File: src/rtl/elpm_pkg.sv
package elpm_pkg;

  // Strobes from the control module to the datapath registers
  typedef struct packed {
    logic enSet;
    logic enClr;
    logic flagSet;
    logic flagClr;
  } elpm_strobe_t;

  typedef enum logic [1:0] {
    TX_IDLE = 2'd0,
    TX_HELD = 2'd1,
    TX_BUSY = 2'd2
  } tx_state_e;

endpackage

File: src/rtl/elpm_dp.sv
module elpm_dp
  import elpm_pkg::*;
#(
  parameter int SYNC_STAGES = 2
) (
  input  logic         clk,
  input  logic         rstN,
  input  logic         linkRaw,
  input  logic         modeEn,
  input  logic         energySeen,
  input  elpm_strobe_t stb,
  output logic         linkUp,
  output logic         linkChanged,
  output logic         phyPowerOn,
  output logic         ifaceEn,
  output logic         ledStretch,
  output logic         linkFlag
);

  localparam int LAST = SYNC_STAGES - 1;

  logic [LAST:0] syncQ;
  logic          linkPrev;

  // Synchroniser chain, one flop per stage
  generate
    for (genvar i = 0; i < SYNC_STAGES; i++) begin : g_sync
      if (i == 0) begin : g_first
        always_ff @(posedge clk) begin
          if (!rstN) syncQ[0] <= 1'b0;
          else       syncQ[0] <= linkRaw;
        end
      end else begin : g_rest
        always_ff @(posedge clk) begin
          if (!rstN) syncQ[i] <= 1'b0;
          else       syncQ[i] <= syncQ[i-1];
        end
      end
    end
  endgenerate

  assign linkUp      = syncQ[LAST];
  assign linkChanged = linkUp ^ linkPrev;

  always_ff @(posedge clk) begin
    if (!rstN) begin
      linkPrev   <= 1'b0;
      phyPowerOn <= 1'b0;
      ifaceEn    <= 1'b0;
      ledStretch <= 1'b0;
      linkFlag   <= 1'b0;
    end else begin
      linkPrev   <= linkUp;
      phyPowerOn <= !modeEn || energySeen;
      if (stb.enSet) begin
        ifaceEn    <= 1'b1;
        ledStretch <= 1'b1;
      end else if (stb.enClr) begin
        ifaceEn    <= 1'b0;
        ledStretch <= 1'b0;
      end
      if (stb.flagSet)      linkFlag <= 1'b1;
      else if (stb.flagClr) linkFlag <= 1'b0;
    end
  end


  power_in_normal_chk: assert property (@(posedge clk) disable iff (!rstN)
    !modeEn |=> phyPowerOn);


  enable_pair_chk: assert property (@(posedge clk) disable iff (!rstN)
    ifaceEn == ledStretch);


  flag_on_change_chk: assert property (@(posedge clk) disable iff (!rstN)
    linkChanged |=> linkFlag);


  flag_sticky_chk: assert property (@(posedge clk) disable iff (!rstN)
    (linkFlag && !stb.flagClr) |=> linkFlag);

endmodule

File: src/rtl/elpm_ctrl.sv
module elpm_ctrl
  import elpm_pkg::*;
(
  input  logic         clk,
  input  logic         rstN,
  input  logic         modeEn,
  input  logic         linkUp,
  input  logic         linkChanged,
  input  logic         linkFlagClr,
  input  logic         txReq,
  input  logic         txDone,
  output elpm_strobe_t stb,
  output logic         txPending,
  output logic         txStart,
  output logic         txIrq
);

  tx_state_e state;

  always_comb begin
    stb.enSet   = !modeEn || linkUp;
    stb.enClr   = modeEn && !linkUp;
    stb.flagSet = linkChanged;
    stb.flagClr = linkFlagClr;
  end

  always_ff @(posedge clk) begin
    if (!rstN) begin
      state   <= TX_IDLE;
      txStart <= 1'b0;
      txIrq   <= 1'b0;
    end else begin
      txStart <= 1'b0;
      txIrq   <= 1'b0;
      unique case (state)
        TX_IDLE: if (txReq) state <= TX_HELD;
        TX_HELD: if (linkUp) begin
          state   <= TX_BUSY;
          txStart <= 1'b1;
        end
        TX_BUSY: if (txDone) begin
          state <= TX_IDLE;
          txIrq <= 1'b1;
        end
        default: state <= TX_IDLE;
      endcase
    end
  end

  assign txPending = (state == TX_HELD);


  hold_while_down_chk: assert property (@(posedge clk) disable iff (!rstN)
    (txPending && !linkUp) |=> (txPending && !txStart && !txIrq));


  start_needs_link_chk: assert property (@(posedge clk) disable iff (!rstN)
    txStart |-> ($past(linkUp) && !txPending));


  single_start_chk: assert property (@(posedge clk) disable iff (!rstN)
    txStart |=> !txStart);


  irq_after_done_chk: assert property (@(posedge clk) disable iff (!rstN)
    txIrq |-> $past(txDone));

endmodule

File: src/rtl/energy_link_pm.sv
module energy_link_pm
  import elpm_pkg::*;
#(
  parameter int SYNC_STAGES = 2
) (
  input  logic clk,
  input  logic rstN,
  input  logic modeEn,
  input  logic energySeen,
  input  logic linkRaw,
  input  logic linkFlagClr,
  input  logic txReq,
  input  logic txDone,
  output logic phyPowerOn,
  output logic ifaceEn,
  output logic ledStretch,
  output logic linkUp,
  output logic linkFlag,
  output logic txPending,
  output logic txStart,
  output logic txIrq
);

  elpm_strobe_t stb;
  logic         linkChanged;

  elpm_dp #(.SYNC_STAGES(SYNC_STAGES)) dpInst (
    .clk(clk), .rstN(rstN), .linkRaw(linkRaw), .modeEn(modeEn),
    .energySeen(energySeen), .stb(stb), .linkUp(linkUp),
    .linkChanged(linkChanged), .phyPowerOn(phyPowerOn), .ifaceEn(ifaceEn),
    .ledStretch(ledStretch), .linkFlag(linkFlag)
  );

  elpm_ctrl ctrlInst (
    .clk(clk), .rstN(rstN), .modeEn(modeEn), .linkUp(linkUp),
    .linkChanged(linkChanged), .linkFlagClr(linkFlagClr), .txReq(txReq),
    .txDone(txDone), .stb(stb), .txPending(txPending), .txStart(txStart),
    .txIrq(txIrq)
  );

endmodule

File: config.mk
export PLATFORM = sky130hd
export DESIGN_NAME = energy_link_pm
export DESIGN_NICKNAME = d
export VERILOG_FILES = /design/src/rtl/elpm_pkg.sv /design/src/rtl/elpm_dp.sv /design/src/rtl/elpm_ctrl.sv /design/src/rtl/energy_link_pm.sv
export SDC_FILE = /design/constraint.sdc
export NUM_CORES = 1
export LEC_CHECK = 0
export CAP_MARGIN = 25
export CORE_AREA = 2 2 39 41
export DETAILED_ROUTE_END_ITERATION = 12
export DIE_AREA = 0 0 41 43
export GPL_TIMING_DRIVEN = 0
export PLACE_DENSITY = 0.58
export SYNTH_ARGS = -nofsm -noshare
export SYNTH_HDL_FRONTEND = slang
export SYNTH_HIERARCHICAL = 1
export SYNTH_SLANG_ARGS = --single-unit
File: constraint.sdc
create_clock -name clk -period 0.8 [get_ports clk]
set_input_delay 0.16 -clock clk [delete_from_list [all_inputs] [get_ports clk]]
set_output_delay 0.16 -clock clk [all_outputs]
set_load 0.01 [all_outputs]
==> results of run 1 <==
-- where the power goes --
group	internal, uW	switching, uW	leakage, uW
Combinational	129	65.6	0.000195
Sequential	521	12.6	0.0000848
Clock	276	164	0.0000210
-- synthesized netlist by cell type --
cell      instances
dfxtp_1          10
o21a_1            2
and3_1            1
a21boi_2          1
and2_1            3
and4b_2           1
a31o_1            1
inv_1             2
a21oi_1           1
xor2_1            1
nor2b_1           2
nand2b_1          3
buf_4             3
and4bb_1          1
nor2b_4           1
nand2b_2          1
-- timing repair --
item                       4_1_cts  5_1_grt
buffers inserted                 5        0
hold endpoints to repair         0        0
cloned                           0        0
pin swaps                        3        2
setup endpoints to repair       18       14
gates resized for setup         48        7
hold buffers                     0        0
-- logic make-up (layout without fill, tap and decap cells) --
group | Yosys count | after routing | share of synthesized area, %
simple gates | 13 | 13 | 26.9
flops | 10 | 10 | 52.5
compound gates | 5 | 5 | 10.5
buf+inv | 5 | 27 | 7.87
xor+xnor | 1 | 1 | 2.30
-- final cells by class --
type	count	area [sq um]	share of cell area [%]
tap	16	20.0	3.05
sequential	10	210	32.1
inverter	2	7.51	1.15
multi-input combinational	19	178	27.1
buffer	2	18.8	2.86
timing repair buffer	19	185	28.2
clock buffer	4	36.3	5.53
-- critical path: cells and delay by family (launching register included) --
kind | cells | cell delay (ns)
DFF | 1 | 0.32
buffers and inverters | 1 | 0.11
and+or+nand+nor | 1 | 0.15
-- worst paths after layout --
kind | startpoint | to | cells after the start
setup / recovery | ctrlInst/state[0] | txPending | 2
hold / removal | linkFlagClr | dpInst/linkFlag | 3
setup reg to reg | dpInst/linkUp | dpInst/ledStretch | 5
hold reg to reg | dpInst/syncQ[0] | dpInst/linkUp | 1
-- through the flow --
step,power [uW],setup slack (ns),hold WS [ns]
final,1170,-0.200,0.199
after global routing,1230,-0.237,0.197
after CTS,1190,-0.220,0.218
after detailed placement,696,-0.524,0.416
after global placement,696,-0.540,0.409
after floorplan,612,-0.0716,0.244
-- sequential cells by signal (all words and copies together), names as in the netlist --
signal             flops
ctrlInst/state         2
ctrlInst/txIrq         1
ctrlInst/txStart       1
dpInst/ledStretch      1
dpInst/linkFlag        1
dpInst/linkPrev        1
dpInst/linkUp          1
dpInst/phyPowerOn      1
dpInst/syncQ           1
-- per-layer routing --
| layer | vias up | global-route usage [%] | wire length [um] |
|---|---|---|---|
| met3 | 2 | 4.71 | 84 |
| met4 | 0 | 8.00 | 14 |
| met1 | 129 | 9.18 | 295 |
| li1 | 153 | - | - |
| met5 | - | 0 | 0 |
| met2 | 16 | 13.1 | 299 |
==> impl_metrics.yaml, run 1 <==
logic_synthesis:
  yosys.area.top_type: "dfxtp_1"
  ys_types: 16
  syn_area_per_cell_sq_um: 11.2
  netlist_instances: 34
  yosysSeqAreaShare_pct: 52.5
  synth.area.top_cells: "dfxtp_1 52%, buf_4 5.9%, and2_1 4.9%, nand2b_1 4.9%, o21a_1 3.9%"
  synth_nets: 42
  synth.ff_latch_count: 10
  ys_warn_count: 6
  yosysTopAreaCellShare_pct: 52.5
  netlist_area_sq_um: 382
global_route:
  grt_pass1_vias: 267
  grt.total_usage_pct: 9.19
  grt_max_degree: 12
  grt_overflow_total: 0
  grt_pass1_wl_mm: 1.00
  antenna_found_initial: 0
setup_path:
  cp_max_fo: 2
  max_stage_delay_ns: 0.32
  worst_ep_arrival_time_ns: 0.84
  path_cells: "nor2b_4 -> buf_6"
  r2r_slack_ns: -0.13
  end_kind: "output pin"
  critical-path-slowest-cell: "dfxtp_2"
  crit_required_ns: 0.64
  startpoint_type: "flip-flop"
  worst-setup-path-type: "flip-flop to output pin"
die:
  core-area_sq_mm: 0.00138
  start_util_pct: 27.6
  rows: 14
  dieArea_sq_mm: 0.00176
  die-height_um: 43
  die_w_um: 41
  boundaryPins: 16
clock_network:
  root_buffer: "clkbuf_4"
  insertion_delay_ns: 0.26
  cts.sinks: 10
  cts_tree: "yes"
  cts.clk_slew.worst_paths_ns: 0.06
  cts_buffer_depth: 2
  cts_inserted_buffers: 3
  cts-htree-levels: 1
placed_design:
  placed_area_sq_um: 543
  hpwl_um: 442
  globalplace.congestion: 0.648
  io_buffers: 14
  placed_cells: 64
sta:
  fin_worst_skew_ns: 0.00227
  worstMarginPinSlew_ns: 0.345
  clock.fmax_mhz: 1000
  hold_viol: 0
  slew_viol_final: 0
  setup_tns_ns: -1.15
  post-route-period-util_pct: 125
  fin_crit_ns: 1.00
  setup_viol: 13
  maxSlewHeadroom_pct: 77.0
  setup_ws_ns: -0.200
  rsz0062_at_grt: "yes"
layout:
  final_cell_mix: "10 x buf_6, 5 x dfxtp_2, 5 x clkdlybuf4s50_1"
  design_area_sq_um: 656
  fin_cells: 72
  syn_to_final_growth_pct: 71.8
  layout_commonest_cell: "buf_6"
  drive_above_1_share_pct: 62.5
  nFillCells: 136
  final_util_pct: 47.4
  insertedDiodeCount: 0
  final_nets: 65
run:
  maxCapViolCount: 0
run_status:
  violations: "negative setup slack"
  status: "complete, but fails checks"
detailed_routing:
  vias_per_cell: 4.17
  vias: 300
  drtAntennaViolNets: 0
  wl_um: 694
  avgRoutedWirePerCell_um: 9.64
  dr.pass1.iters: 4
  drcViolationCount: 0
  dr.first_iter.drc_count: 2
pwr:
  power_density_mw_per_mm2: 1780
  peakVddDrop_uv: 775
  leakagePower_uw: 0.000301
hold_path:
  hold_class: "input pin to flip-flop"
(Power assumes the default switching activity.)
==> inputs of run 2 (changes only) <==
CORE_AREA = 4 4 41 43   (was 2 2 39 41)
DIE_AREA = 0 0 45 47   (was 0 0 41 43)
MAX_ROUTING_LAYER = met4   (was not set)
PLACE_DENSITY = 0.56   (was 0.58)
clock period = 1.1 ns   (was 0.8 ns; I/O delays follow)
==> impl_metrics.yaml, run 2 (synthesized netlist as in run 1, its figures left out) <==
die:
  start_util_pct: 29.3
  dieArea_sq_mm: 0.00212
  die-height_um: 47
  core-area_sq_mm: 0.00130
  boundaryPins: 16
  rows: 13
  die_w_um: 45
setup_path:
  crit_required_ns: 0.88
  r2r_slack_ns: 0.09
  regToRegStartpoint: "dpInst/linkUp"
  startpoint_type: "flip-flop"
  reg2regPathDepth: 4
  worst-setup-path-type: "flip-flop to output pin"
  worst_ep_arrival_time_ns: 0.86
  end_kind: "output pin"
  rr_endpoint: "dpInst/linkFlag"
  cp_max_fo: 3
sta:
  fin_crit_ns: 1.08
  setup_viol: 0
  rsz0062_at_grt: "yes"
  post-route-period-util_pct: 98.6
  worstMarginPinSlew_ns: 0.324
  clock.fmax_mhz: 922
  hold_viol: 0
  maxSlewHeadroom_pct: 78.4
  holdWs_ns: 0.275
  slew_viol_final: 0
  fin_worst_skew_ns: 0.00302
  setup_tns_ns: 0
global_route:
  grt_pass1_vias: 307
  grt_max_degree: 12
  grt_pass1_wl_mm: 1.20
  antenna_found_initial: 0
  grt.total_usage_pct: 8.76
  grt_overflow_total: 0
placed_design:
  placed_cells: 63
  hpwl_um: 543
  io_buffers: 14
  placed_area_sq_um: 541
  globalplace.congestion: 0.629
clock_network:
  cts.clk_slew.worst_paths_ns: 0.06
  cts-htree-levels: 1
  root_buffer: "clkbuf_4"
  cts_tree: "yes"
  cts_inserted_buffers: 3
  insertion_delay_ns: 0.25
  cts_buffer_depth: 2
  cts.sinks: 10
  ctsHoldBuffers: 0
layout:
  regMostFlops: "ctrlInst/state"
  syn_to_final_growth_pct: 54.1
  final_cell_mix: "6 x buf_4, 6 x dfxtp_1, 5 x clkdlybuf4s50_1"
  design_area_sq_um: 588
  largest_register_ffs: 2
  final_nets: 64
  insertedDiodeCount: 0
  drive_above_1_share_pct: 37.0
  fin_cells: 69
detailed_routing:
  vias_per_cell: 4.36
  vias: 301
  avgRoutedWirePerCell_um: 10.8
  drtAntennaViolNets: 0
  dr.first_iter.drc_count: 6
  dr.pass1.iters: 3
  drcViolationCount: 0
  wl_um: 748
hold_path:
  holdPathStages: 3
  hold_class: "input pin to flip-flop"
  hold_end: "dpInst/linkFlag"
  worstHoldStart: "linkFlagClr"
pwr:
  total_power_uw: 734
  peakVddDrop_uv: 720
  power_density_mw_per_mm2: 1250
  leakagePower_uw: 0.000281
run_status:
  status: "finished clean"
run:
  maxCapViolCount: 0
==> run 2: cell types whose count changed in the layout (fill, tap and decap cells not counted), sizes merged <==
cell and change:
clkdlybuf4s15 +3, clkbuf -1, dlygate4sd2 +3, buf -7
==> run 2: routing by layer <==
metal / GRT usage (%) / vias up / part of all wire (%)
li1: - / 153 / -
met1: 7.59 / 135 / 42
met2: 14.1 / 11 / 48
met3: 2.30 / 2 / 9.4
met4: 10.5 / 0 / 1.2
met5: - / - / 0
==> run 2: final cells by class <==
cell class,count,area [sq um]
inverter,2,7.51
buffer,3,22.5
tap,15,18.8
timing repair buffer,17,155
sequential,10,210
fill,134,713
clock buffer,3,22.5
multi-input combinational,19,151
==> run 2: critical path, cell delays in order, from the launching register on <==
cell     delay [ns]
dfxtp_4        0.35
nor2b_4        0.15
buf_6          0.11
==> run 2: how the worst max path moves through the flow <==
stage | startpoint | endpoint
2_1_floorplan | dpInst/linkUp | dpInst/linkFlag
3_3_place_gp | rstN | ctrlInst/state[1]
3_5_place_dp | rstN | ctrlInst/state[1]
4_1_cts | ctrlInst/state[0] | txPending
5_1_grt | ctrlInst/state[0] | txPending
6_report | ctrlInst/state[0] | txPending
==> run 2: stage by stage <==
| step | setup slack [ns] | util (%) |
|---|---|---|
| 3_3_place_gp | -0.238 | 41.5 |
| 2_1_floorplan | 0.186 | - |
| 3_5_place_dp | -0.283 | 41.5 |
| 4_1_cts | -0.0171 | 43.0 |
| 5_1_grt | -0.0139 | 45.2 |
| 6_report | 0.0154 | 45.2 |
==> run 2: power breakdown <==
group | switching (uW) | internal [uW]
Sequential | 8.33 | 378
Clock | 107 | 125
Combinational | 39.9 | 75.4
==> run 2: what timing repair did <==
action,4_1_cts,5_1_grt
endpoints found under the setup margin,9,4
buffers inserted,0,3
endpoints found under the hold margin,0,0
gates resized for setup,22,4
==> inputs of run 3 (changes only) <==
--- a/config.mk
+++ b/config.mk
@@ -8,4 +8,5 @@
 export CAP_MARGIN = 25
 export CORE_AREA = 4 4 41 43
+export CTS_CLUSTER_DIAMETER = 40
 export DETAILED_ROUTE_END_ITERATION = 12
 export DIE_AREA = 0 0 45 47
@@ -13,4 +14,5 @@
 export MAX_ROUTING_LAYER = met4
 export PLACE_DENSITY = 0.56
+export RECOVER_POWER = 100
 export SYNTH_ARGS = -nofsm -noshare
 export SYNTH_HDL_FRONTEND = slang
==> constraint.sdc (replaced) <==
create_clock -name clk -period 1.1 [get_ports clk]
set_input_delay 0.22 -clock clk [delete_from_list [all_inputs] [get_ports clk]]
set_output_delay 0.22 -clock clk [all_outputs]
set_load 0.1 [all_outputs]
==> impl_metrics.yaml, run 3 (synthesized netlist as in run 1, its figures left out) <==
placed_design:
  placed_cells: 63
  place_ws_ns: -0.747
  placed_area_sq_um: 553
  io_buffers: 14
  globalplace.congestion: 0.636
  hpwl_um: 560
die:
  dieArea_sq_mm: 0.00212
  boundaryPins: 16
  core-area_sq_mm: 0.00130
  start_util_pct: 29.3
  die_w_um: 45
  rows: 13
  die-height_um: 47
layout:
  design_area_sq_um: 624
  syn_to_final_growth_pct: 63.6
  nFillCells: 132
  insertedDiodeCount: 0
  fin_cells: 69
  regMostFlops: "ctrlInst/state"
  final_util_pct: 48.0
  final_cell_mix: "6 x buf_4, 5 x clkdlybuf4s50_1, 4 x dfxtp_1, 4 x buf_6"
  final_nets: 63
  drive_above_1_share_pct: 46.3
  largest_register_ffs: 2
  layout_commonest_cell: "buf_4"
clock_network:
  cts.sinks: 10
  insertion_delay_ns: 0.26
  cts.clk_slew.worst_paths_ns: 0.06
  cts_buffer_depth: 2
  root_buffer: "clkbuf_4"
  cts_inserted_buffers: 3
  cts_tree: "yes"
  cts-htree-levels: 1
run_status:
  violations: "negative setup slack"
  status: "complete, but fails checks"
setup_path:
  worst_ep_arrival_time_ns: 0.96
  cp_max_fo: 4
  crit_family: "flip-flops"
  crit_buf_inv: 1
  crit_required_ns: 0.88
  max_stage_delay_ns: 0.35
  worst-setup-path-type: "flip-flop to output pin"
  critical-path-slowest-cell: "dfxtp_4"
  path_cells: "nor2b_4 -> buf_12"
  startpoint_type: "flip-flop"
  end_kind: "output pin"
  r2r_slack_ns: 0.17
sta:
  worstMarginPinSlew_ns: 0.321
  setup_viol: 1
  hold_viol: 0
  slew_viol_final: 0
  clock.fmax_mhz: 850
  post-route-period-util_pct: 107
  fin_crit_ns: 1.18
  setup_ws_ns: -0.0771
  rsz0062_at_grt: "yes"
  fin_worst_skew_ns: 0.00786
  maxSlewHeadroom_pct: 78.6
detailed_routing:
  vias: 290
  drtAntennaViolNets: 0
  drcViolationCount: 0
  dr.first_iter.drc_count: 1
  wl_um: 744
  vias_per_cell: 4.20
  avgRoutedWirePerCell_um: 10.8
  dr.pass1.iters: 2
global_route:
  grt_pass1_vias: 289
  grt_overflow_total: 0
  grt_pass1_wl_mm: 1.26
  grt.total_usage_pct: 9.11
  antenna_found_initial: 0
  grt_max_degree: 12
pwr:
  total_power_uw: 889
  leakagePower_uw: 0.000285
  peakVddDrop_uv: 532
  power_density_mw_per_mm2: 1420
run:
  maxCapViolCount: 0
hold_path:
  hold_class: "input pin to flip-flop"
[run 3: cell types whose count changed in the layout (fill, tap and decap cells not counted), sizes merged]
cell,delta
clkbuf,+1
dlygate4sd2,-3
clkdlybuf4s15,-3
buf,+5
[run 3: final timing paths]
kind / startpoint / end / depth (start not counted)
max: ctrlInst/state[0] / txPending / 2
min: linkFlagClr / dpInst/linkFlag / 3
max reg2reg: dpInst/linkUp / dpInst/linkFlag / 3
min reg2reg: dpInst/syncQ[0] / dpInst/linkUp / 1
[run 3: timing repair]
| item | CTS | global route |
|---|---|---|
| buffers inserted | 0 | 2 |
| resized for setup | 59 | 4 |
| setup endpoints to repair | 9 | 5 |
| hold buffers | 0 | 0 |
[run 3: metal layers]
| metal | global-route usage (%) | share of wire, % | vias up |
|---|---|---|---|
| li1 | - | - | 148 |
| met1 | 9.47 | 40 | 132 |
| met2 | 13.3 | 51 | 10 |
| met3 | 3.07 | 9.3 | 0 |
| met4 | 8.77 | 0 | 0 |
| met5 | - | 0 | - |
[run 3: where the power goes]
part           leakage, uW  switching (uW)  internal [uW]  total [uW]
logic             0.000185             145           98.0         243
clock network    0.0000150             116            140         256
registers        0.0000851            12.5            378         390
total             0.000285             274            615         889
[run 3: layout make-up]
cell class / count / area [sq um] / share of cell area (%)
flip-flops and latches: 10 / 215 / 34.5
repair buffers: 16 / 183 / 29.3
multi-input cells: 19 / 148 / 23.6
clock buffers: 4 / 26.3 / 4.21
plain buffers: 3 / 26.3 / 4.21
well taps: 15 / 18.8 / 3.01
inverters: 2 / 7.51 / 1.20
[run 3: metrics by stage]
stage | TNS, ns | hold slack [ns]
after detailed placement | -5.74 | 0.421
after floorplan | -0.140 | 0.297
after CTS | -0.133 | 0.258
after global routing | -0.142 | 0.283
final | -0.0771 | 0.267
after global placement | -5.34 | 0.414
[run 3: worst register-to-register path, cell delays in order (launching register included)]
cell and delay, ns:
dfxtp_4 0.37, xor2_1 0.14, buf_4 0.13, o21a_1 0.17
